<file path="src/rtl/aud_tx_pkg.sv">
package aud_tx_pkg;

   typedef enum logic [2:0] {
      FMT_I2S      = 3'd0,
      FMT_LEFT     = 3'd1,
      FMT_RIGHT    = 3'd2,
      FMT_FS_LATE  = 3'd3,
      FMT_FS_EARLY = 3'd4
   } fmt_e;

   localparam int unsigned WORD_MAX = 32;

   function automatic int unsigned word_bits(input logic [1:0] code);
      case (code)
         2'd0:    return 16;
         2'd1:    return 20;
         2'd2:    return 24;
         default: return 32;
      endcase
   endfunction

endpackage

</file>
<file path="src/rtl/aud_tx_sync.sv">
module aud_tx_sync #(
   parameter int STAGES = 2
) (
   input  logic clk,
   input  logic rst_n,
   input  logic din,
   output logic dout
);
   generate
      if (STAGES == 0) begin : g_bypass
         assign dout = din;
      end else begin : g_chain
         logic [STAGES-1:0] q;
         always_ff @(posedge clk or negedge rst_n) begin
            if (!rst_n) q <= '0;
            else        q <= (q << 1) | STAGES'(din);
         end
         assign dout = q[STAGES-1];
      end
   endgenerate
endmodule

</file>
<file path="src/rtl/aud_tx_timing.sv">
module aud_tx_timing #(
   parameter int CW = 8
) (
   input  logic          clk,
   input  logic          rst_n,
   input  logic          bclk_s,
   input  logic          lr_s,
   input  logic          is_dsp,
   output logic          fall_ev,
   output logic          ref_ev,
   output logic          frame_ev,
   output logic [CW-1:0] k,
   output logic [CW-1:0] prev_len,
   output logic          seen,
   output logic          synced_now,
   output logic [CW-1:0] len_cur
);
   logic          bclk_q, primed, lr_q, seen_q, synced_q, trans;
   logic [CW-1:0] cnt, inc, len_lo, len_hi;

   assign fall_ev    = bclk_q & ~bclk_s;
   assign trans      = fall_ev & primed & (lr_s != lr_q);
   assign ref_ev     = trans & (~is_dsp | lr_s);
   assign frame_ev   = trans & (is_dsp ? lr_s : ~lr_s);
   assign inc        = (&cnt) ? cnt : cnt + 1'b1;
   assign k          = ref_ev ? '0 : inc;
   assign prev_len   = inc;
   assign seen       = seen_q;
   assign synced_now = synced_q | frame_ev;
   assign len_cur    = lr_s ? len_hi : len_lo;

   always_ff @(posedge clk or negedge rst_n) begin
      if (!rst_n) begin
         bclk_q   <= 1'b0;
         primed   <= 1'b0;
         lr_q     <= 1'b0;
         seen_q   <= 1'b0;
         synced_q <= 1'b0;
         cnt      <= '0;
         len_lo   <= '0;
         len_hi   <= '0;
      end else begin
         bclk_q <= bclk_s;
         if (fall_ev) begin
            primed <= 1'b1;
            lr_q   <= lr_s;
            cnt    <= k;
            if (ref_ev) seen_q <= 1'b1;
            if (ref_ev && seen_q && !is_dsp) begin
               if (lr_q) len_hi <= inc;
               else      len_lo <= inc;
            end
            if (frame_ev) synced_q <= 1'b1;
         end
      end
   end
endmodule

</file>
<file path="src/rtl/aud_tx_store.sv">
module aud_tx_store #(
   parameter int DW = 32
) (
   input  logic          clk,
   input  logic          rst_n,
   input  logic          s_valid,
   input  logic [DW-1:0] s_left,
   input  logic [DW-1:0] s_right,
   input  logic          frame_ev,
   output logic          s_ready,
   output logic [DW-1:0] cur_l,
   output logic [DW-1:0] cur_r,
   output logic [DW-1:0] nxt_l,
   output logic [DW-1:0] nxt_r,
   output logic          underrun
);
   logic          hold_v;
   logic [DW-1:0] hold_l, hold_r;

   assign s_ready = ~hold_v;
   assign nxt_l   = hold_v ? hold_l : cur_l;
   assign nxt_r   = hold_v ? hold_r : cur_r;

   always_ff @(posedge clk or negedge rst_n) begin
      if (!rst_n) begin
         hold_v   <= 1'b0;
         hold_l   <= '0;
         hold_r   <= '0;
         cur_l    <= '0;
         cur_r    <= '0;
         underrun <= 1'b0;
      end else begin
         if (frame_ev) begin
            cur_l    <= nxt_l;
            cur_r    <= nxt_r;
            underrun <= ~hold_v;
         end
         if (s_valid && !hold_v) begin
            hold_v <= 1'b1;
            hold_l <= s_left;
            hold_r <= s_right;
         end else if (frame_ev) begin
            hold_v <= 1'b0;
         end
      end
   end
endmodule

</file>
<file path="src/rtl/aud_tx_bitsel.sv">
module aud_tx_bitsel
   import aud_tx_pkg::*;
#(
   parameter int DW = 32,
   parameter int CW = 8
) (
   input  logic [2:0]    fmt,
   input  logic [1:0]    wlen,
   input  logic [CW-1:0] k,
   input  logic [CW-1:0] prev_len,
   input  logic [CW-1:0] len_cur,
   input  logic          seen,
   input  logic          lr,
   input  logic          frame_ev,
   input  logic          synced_now,
   input  logic [DW-1:0] cur_l,
   input  logic [DW-1:0] cur_r,
   input  logic [DW-1:0] nxt_l,
   input  logic [DW-1:0] nxt_r,
   output logic          bit_o
);
   function automatic logic pick(input logic [DW-1:0] w, input logic [CW-1:0] idx);
      logic r;
      r = 1'b0;
      for (int i = 0; i < DW; i++)
         if (idx == CW'(i)) r = w[i];
      return r;
   endfunction

   logic [CW-1:0] wl, wl2, km1, p, ridx;
   logic [DW-1:0] use_l, use_r, word;
   logic          b, late;

   always_comb begin
      wl    = CW'(word_bits(wlen));
      wl2   = wl << 1;
      km1   = k - 1'b1;
      use_l = frame_ev ? nxt_l : cur_l;
      use_r = frame_ev ? nxt_r : cur_r;
      word  = lr ? use_r : use_l;
      late  = (fmt == FMT_FS_LATE);
      p     = late ? km1 : k;
      ridx  = len_cur - k - 1'b1;
      b     = 1'b0;
      case (fmt)
         FMT_I2S: begin
            if (k == '0)
               b = seen && (prev_len == wl) && (lr ? cur_l[0] : cur_r[0]);
            else if (km1 < wl)
               b = pick(word, wl - km1 - 1'b1);
         end
         FMT_LEFT: begin
            if (k < wl) b = pick(word, wl - k - 1'b1);
         end
         FMT_RIGHT: begin
            if (wlen != 2'd3 && len_cur != '0 && k < len_cur && ridx < wl)
               b = pick(word, ridx);
         end
         FMT_FS_LATE, FMT_FS_EARLY: begin
            if (late && k == '0)
               b = seen && (prev_len == wl2) && cur_r[0];
            else if (p < wl)
               b = pick(use_l, wl - p - 1'b1);
            else if (p < wl2)
               b = pick(use_r, wl2 - p - 1'b1);
         end
         default: b = 1'b0;
      endcase
      bit_o = synced_now & b;
   end
endmodule

</file>
<file path="src/rtl/aud_serial_tx.sv">
module aud_serial_tx
   import aud_tx_pkg::*;
#(
   parameter int DW   = 32,
   parameter int CW   = 8,
   parameter int SYNC = 2
) (
   input  logic          clk,
   input  logic          rst_n,
   input  logic          bclk,
   input  logic          lrclk,
   input  logic [2:0]    fmt,
   input  logic [1:0]    wlen,
   input  logic          s_valid,
   output logic          s_ready,
   input  logic [DW-1:0] s_left,
   input  logic [DW-1:0] s_right,
   output logic          sd,
   output logic          underrun
);
   generate
      if (DW < int'(WORD_MAX)) begin : g_bad_dw
         $error("aud_serial_tx: DW must hold the longest word");
      end
      if (CW < 7) begin : g_bad_cw
         $error("aud_serial_tx: CW too small to count two longest words");
      end
   endgenerate

   logic          bclk_s, lr_s, is_dsp;
   logic          fall_ev, ref_ev, frame_ev, seen, synced_now, bit_nx;
   logic [CW-1:0] k, prev_len, len_cur;
   logic [DW-1:0] cur_l, cur_r, nxt_l, nxt_r;

   assign is_dsp = (fmt == FMT_FS_LATE) || (fmt == FMT_FS_EARLY);

   aud_tx_sync #(.STAGES(SYNC)) u_sync_b (.clk(clk), .rst_n(rst_n), .din(bclk),  .dout(bclk_s));
   aud_tx_sync #(.STAGES(SYNC)) u_sync_l (.clk(clk), .rst_n(rst_n), .din(lrclk), .dout(lr_s));

   aud_tx_timing #(.CW(CW)) u_timing (
      .clk(clk), .rst_n(rst_n), .bclk_s(bclk_s), .lr_s(lr_s), .is_dsp(is_dsp),
      .fall_ev(fall_ev), .ref_ev(ref_ev), .frame_ev(frame_ev), .k(k),
      .prev_len(prev_len), .seen(seen), .synced_now(synced_now), .len_cur(len_cur)
   );

   aud_tx_store #(.DW(DW)) u_store (
      .clk(clk), .rst_n(rst_n), .s_valid(s_valid), .s_left(s_left), .s_right(s_right),
      .frame_ev(frame_ev), .s_ready(s_ready), .cur_l(cur_l), .cur_r(cur_r),
      .nxt_l(nxt_l), .nxt_r(nxt_r), .underrun(underrun)
   );

   aud_tx_bitsel #(.DW(DW), .CW(CW)) u_bitsel (
      .fmt(fmt), .wlen(wlen), .k(k), .prev_len(prev_len), .len_cur(len_cur),
      .seen(seen), .lr(lr_s), .frame_ev(frame_ev), .synced_now(synced_now),
      .cur_l(cur_l), .cur_r(cur_r), .nxt_l(nxt_l), .nxt_r(nxt_r), .bit_o(bit_nx)
   );

   always_ff @(posedge clk or negedge rst_n) begin
      if (!rst_n)       sd <= 1'b0;
      else if (fall_ev) sd <= bit_nx;
   end

   logic unused_ref;
   assign unused_ref = ref_ev;
endmodule

</file>
<file path="config.mk">
export PLATFORM = sky130hd
export DESIGN_NAME = aud_serial_tx
export DESIGN_NICKNAME = d
export VERILOG_FILES = /design/src/rtl/aud_tx_pkg.sv /design/src/rtl/aud_tx_sync.sv /design/src/rtl/aud_tx_timing.sv /design/src/rtl/aud_tx_store.sv /design/src/rtl/aud_tx_bitsel.sv /design/src/rtl/aud_serial_tx.sv
export SDC_FILE = /design/constraint.sdc
export NUM_CORES = 1
export LEC_CHECK = 0
export ABC_AREA = 1
export CORE_AREA = 2 2 149 151
export CTS_BUF_LIST = sky130_fd_sc_hd__clkbuf_8
export DETAILED_ROUTE_END_ITERATION = 6
export DIE_AREA = 0 0 151 153
export DONT_BUFFER_PORTS = 1
export PLACE_DENSITY = 0.79
export SLEW_MARGIN = 0
export SYNTH_ARGS = -nofsm -noshare
export SYNTH_HDL_FRONTEND = slang
export SYNTH_SLANG_ARGS = --single-unit
</file>
<file path="constraint.sdc">
create_clock -name clk -period 18 [get_ports clk]
set_clock_uncertainty 0.2 [all_clocks]
set_input_delay 0.9 -clock clk [delete_from_list [all_inputs] [get_ports clk]]
set_output_delay 0.9 -clock clk [all_outputs]
set_load 0.005 [all_outputs]
</file>
==> results.toml <==
[status]
outcome = "complete, but fails checks"
violations = "DRC"

[synth]
syn_area_per_cell_um2 = 7.21
synth-edff-count = 0
syn-num-nets = 1731
ys_ff_latch = 164
async_reset_ff_share_pct = 100
syn_area_um2 = 11600
ys_top_cells_by_area = "dfrtp_1, nand2_1, inv_1"
synth_top_cell_by_area = "dfrtp_1"
yosysWarnings = 0
yosys.cell_types.count = 65
seq_area_frac_synth_pct = 35.4
netlist.area_leader.share_pct = 35.4
synthCells = 1609
synth_ff_type = "dfrtp_1"

[timing]
drv_slew = 0
fmax_mhz = 142
relSlewSlack_pct = 38.1
worst_pin_slew_ps = 919
hold_viol = 0
fin_crit_sh_pct = 39.2
holdWs_ps = 151
fin_tns_setup_ps = 0
setup_violations = 0
rsz0062_at_grt = "false"
layout_min_cycle_time_ps = 7050

[setup_path]
critPathCaptureType = "flop"
crit_family = "simple AND/OR/NAND/NOR gates"
path_class = "primary input to flop"
rr_startpoint = "u_sync_l.g_chain.q[1]"
worstPathArrival_ps = 7210
start_kind = "primary input"
max_stage_delay_ps = 470
cp_common_cell = "nand2_1"
slowest_stage = "o21ai_1"
crit_buf_inv = 6
critPathMaxFanout = 13
cp-startpoint = "fmt[2]"
required_ps = 18160

[cts]
cts_resized = 0
cts_buffer_depth = 2
cts_tree = "yes"
clkSinkCount = 164
h-tree-depth = 4
cts_buffers = 17
clk_pin_slew_ps = 100
ctsHoldBuffers = 1
clock-root-buffer = "clkbuf_8"
clkLatencyLatePin_ps = 460
postCtsSetupRepairBufs = 0

[pwr]
power_density_nw_per_um2 = 170
p_leak_nw = 5.94
ir_drop_mv = 0.103

[grt]
antenna_found_initial = 0
grt-ovfl-total = 0
gr-usage-all-layers_pct = 30.6
grt_pass1_vias = 10300
grt_pass1_wl_um = 54300
grt_start_max_net_pins = 165

[min_path]
holdCritStartpoint = "u_sync_l.g_chain.q[0]"
hold_path_class = "flop to flop"

[die]
die-area_um2 = 23100
num_rows = 54
die_h_um = 153
pin_count = 77
die_x_um = 151
start_util_pct = 54.0
core-area_um2 = 21500

[final_layout]
area_growth_pct = 5.55
fill_cells = 2050
num_antenna_cells = 0
drive_above_1_share_pct = 11.4
fin_nets = 1717

[placed_design]
gp_congestion = 1.03
dp_hpwl_um = 27100
io_buffers = 0

[route]
via_per_inst = 5.63
drtAntennaViolNets = 0
wl_um = 34900
vias = 10600
drt-initial-drc-count = 876
remaining_drc_errors = 1
first_pass_iters = 7
avgRoutedWirePerCell_um = 18.5

[flow_run]
max_cap_viol_count = 0
## sequential cells by signal (all words and copies together), names as in the netlist
register / cells
u_store.cur_l: 32
u_store.cur_r: 32
u_store.hold_l: 32
u_store.hold_r: 32
u_timing.cnt: 8
u_timing.len_hi: 8
u_timing.len_lo: 8
u_sync_b.g_chain.q: 2
u_sync_l.g_chain.q: 2
sd: 1
u_store.hold_v: 1
u_store.underrun: 1
u_timing.bclk_q: 1
u_timing.lr_q: 1
u_timing.primed: 1
u_timing.seen: 1
u_timing.synced_q: 1
## stage by stage
stage	std cells	setup WS, ps	area, um^2	utilization [%]	power (mW)
finish	1888	10950	12200	57.0	2.08
global route	1888	10270	12200	57.0	2.25
CTS	1888	11080	12200	57.0	2.06
detailed placement	1855	10600	11800	55.0	1.77
global placement	1855	10670	11800	55.0	1.76
floorplan	1609	12090	11600	-	1.43
## per-layer routing
layer,vias to the layer above,part of all wire (%),GRT usage (%)
met4,0,6.2,17.1
met5,-,0,0
met3,121,7.0,5.70
met1,4918,41,37.9
met2,431,46,50.0
li1,5150,-,-
## logic make-up (layout without fill, tap and decap cells)
kind of cell	Yosys count	count (layout)	synth area share [%]
buffers and inverters	294	293	9.88
xor gates and xnor gates	21	21	1.81
adders and majority gates	48	48	5.31
and+or+nand+nor	791	791	30.5
muxes	63	63	6.10
AOI/OAI and AO/OA	228	228	11.0
DFF	164	164	35.4
## synthesized netlist by cell type, drive strengths merged, types with 4 or more instances
master,instances
ha,46
nor2,184
xnor2,6
nand4,35
a21oi,69
mux2,61
o211ai,5
nor4,7
nand3,101
dfrtp,164
a31o,5
and2,4
clkbuf,24
o21ai,113
buf,14
nand2,418
a31oi,9
o2111ai,7
xor2,15
nor3,19
inv,253
or2,16
## cells in the final DEF (no fill, tap or decap), types with 4 or more instances in the layout
| master | count |
|---|---|
| o211ai_1 | 5 |
| or2_2 | 11 |
| o21ai_0 | 103 |
| a31oi_1 | 9 |
| nor2_1 | 170 |
| nand4_1 | 34 |
| nor2_2 | 7 |
| nand2_2 | 23 |
| a31o_2 | 4 |
| inv_2 | 13 |
| nand2_4 | 7 |
| xnor2_1 | 5 |
| ha_1 | 46 |
| buf_4 | 4 |
| nor3_1 | 18 |
| clkbuf_8 | 17 |
| o21ai_1 | 9 |
| inv_6 | 4 |
| mux2_2 | 61 |
| xor2_1 | 14 |
| nand2_1 | 387 |
| a21oi_1 | 69 |
| and2_1 | 4 |
| nor2_4 | 6 |
| nand3_1 | 99 |
| o2111ai_1 | 7 |
| inv_1 | 238 |
| dfrtp_1 | 164 |
| nor4_1 | 7 |
## final timing paths
kind	to	slack, ps	cells past startpoint
worst max-delay path	sd	10950	54
worst min-delay path	u_sync_l.g_chain.q[1]	150	0
worst max register to register	sd	11380	52
worst min register to register	u_sync_l.g_chain.q[1]	150	0
max in group asynchronous	u_timing.len_lo[5]	16720	1
min in group asynchronous	u_store.hold_l[21]	240	1
## where the power goes
group          internal, mW  total [mW]  leakage, nW  switching, mW
combinational         0.371        1.20         3.80          0.825
sequential            0.531       0.611         1.95         0.0801
clock                 0.116       0.273        0.196          0.157
total                  1.02        2.08         5.94           1.06
## cell type report
class / count / area (um^2) / area share [%]
tap: 280 / 350 / 2.86
clock buffer: 17 / 234 / 1.91
inverter: 256 / 966 / 7.89
sequential: 164 / 4100 / 33.5
clock inverter: 15 / 169 / 1.38
timing repair buffer: 5 / 57.6 / 0.470
multi-input combinational: 1151 / 6360 / 51.9
(Power assumes the default switching activity.)
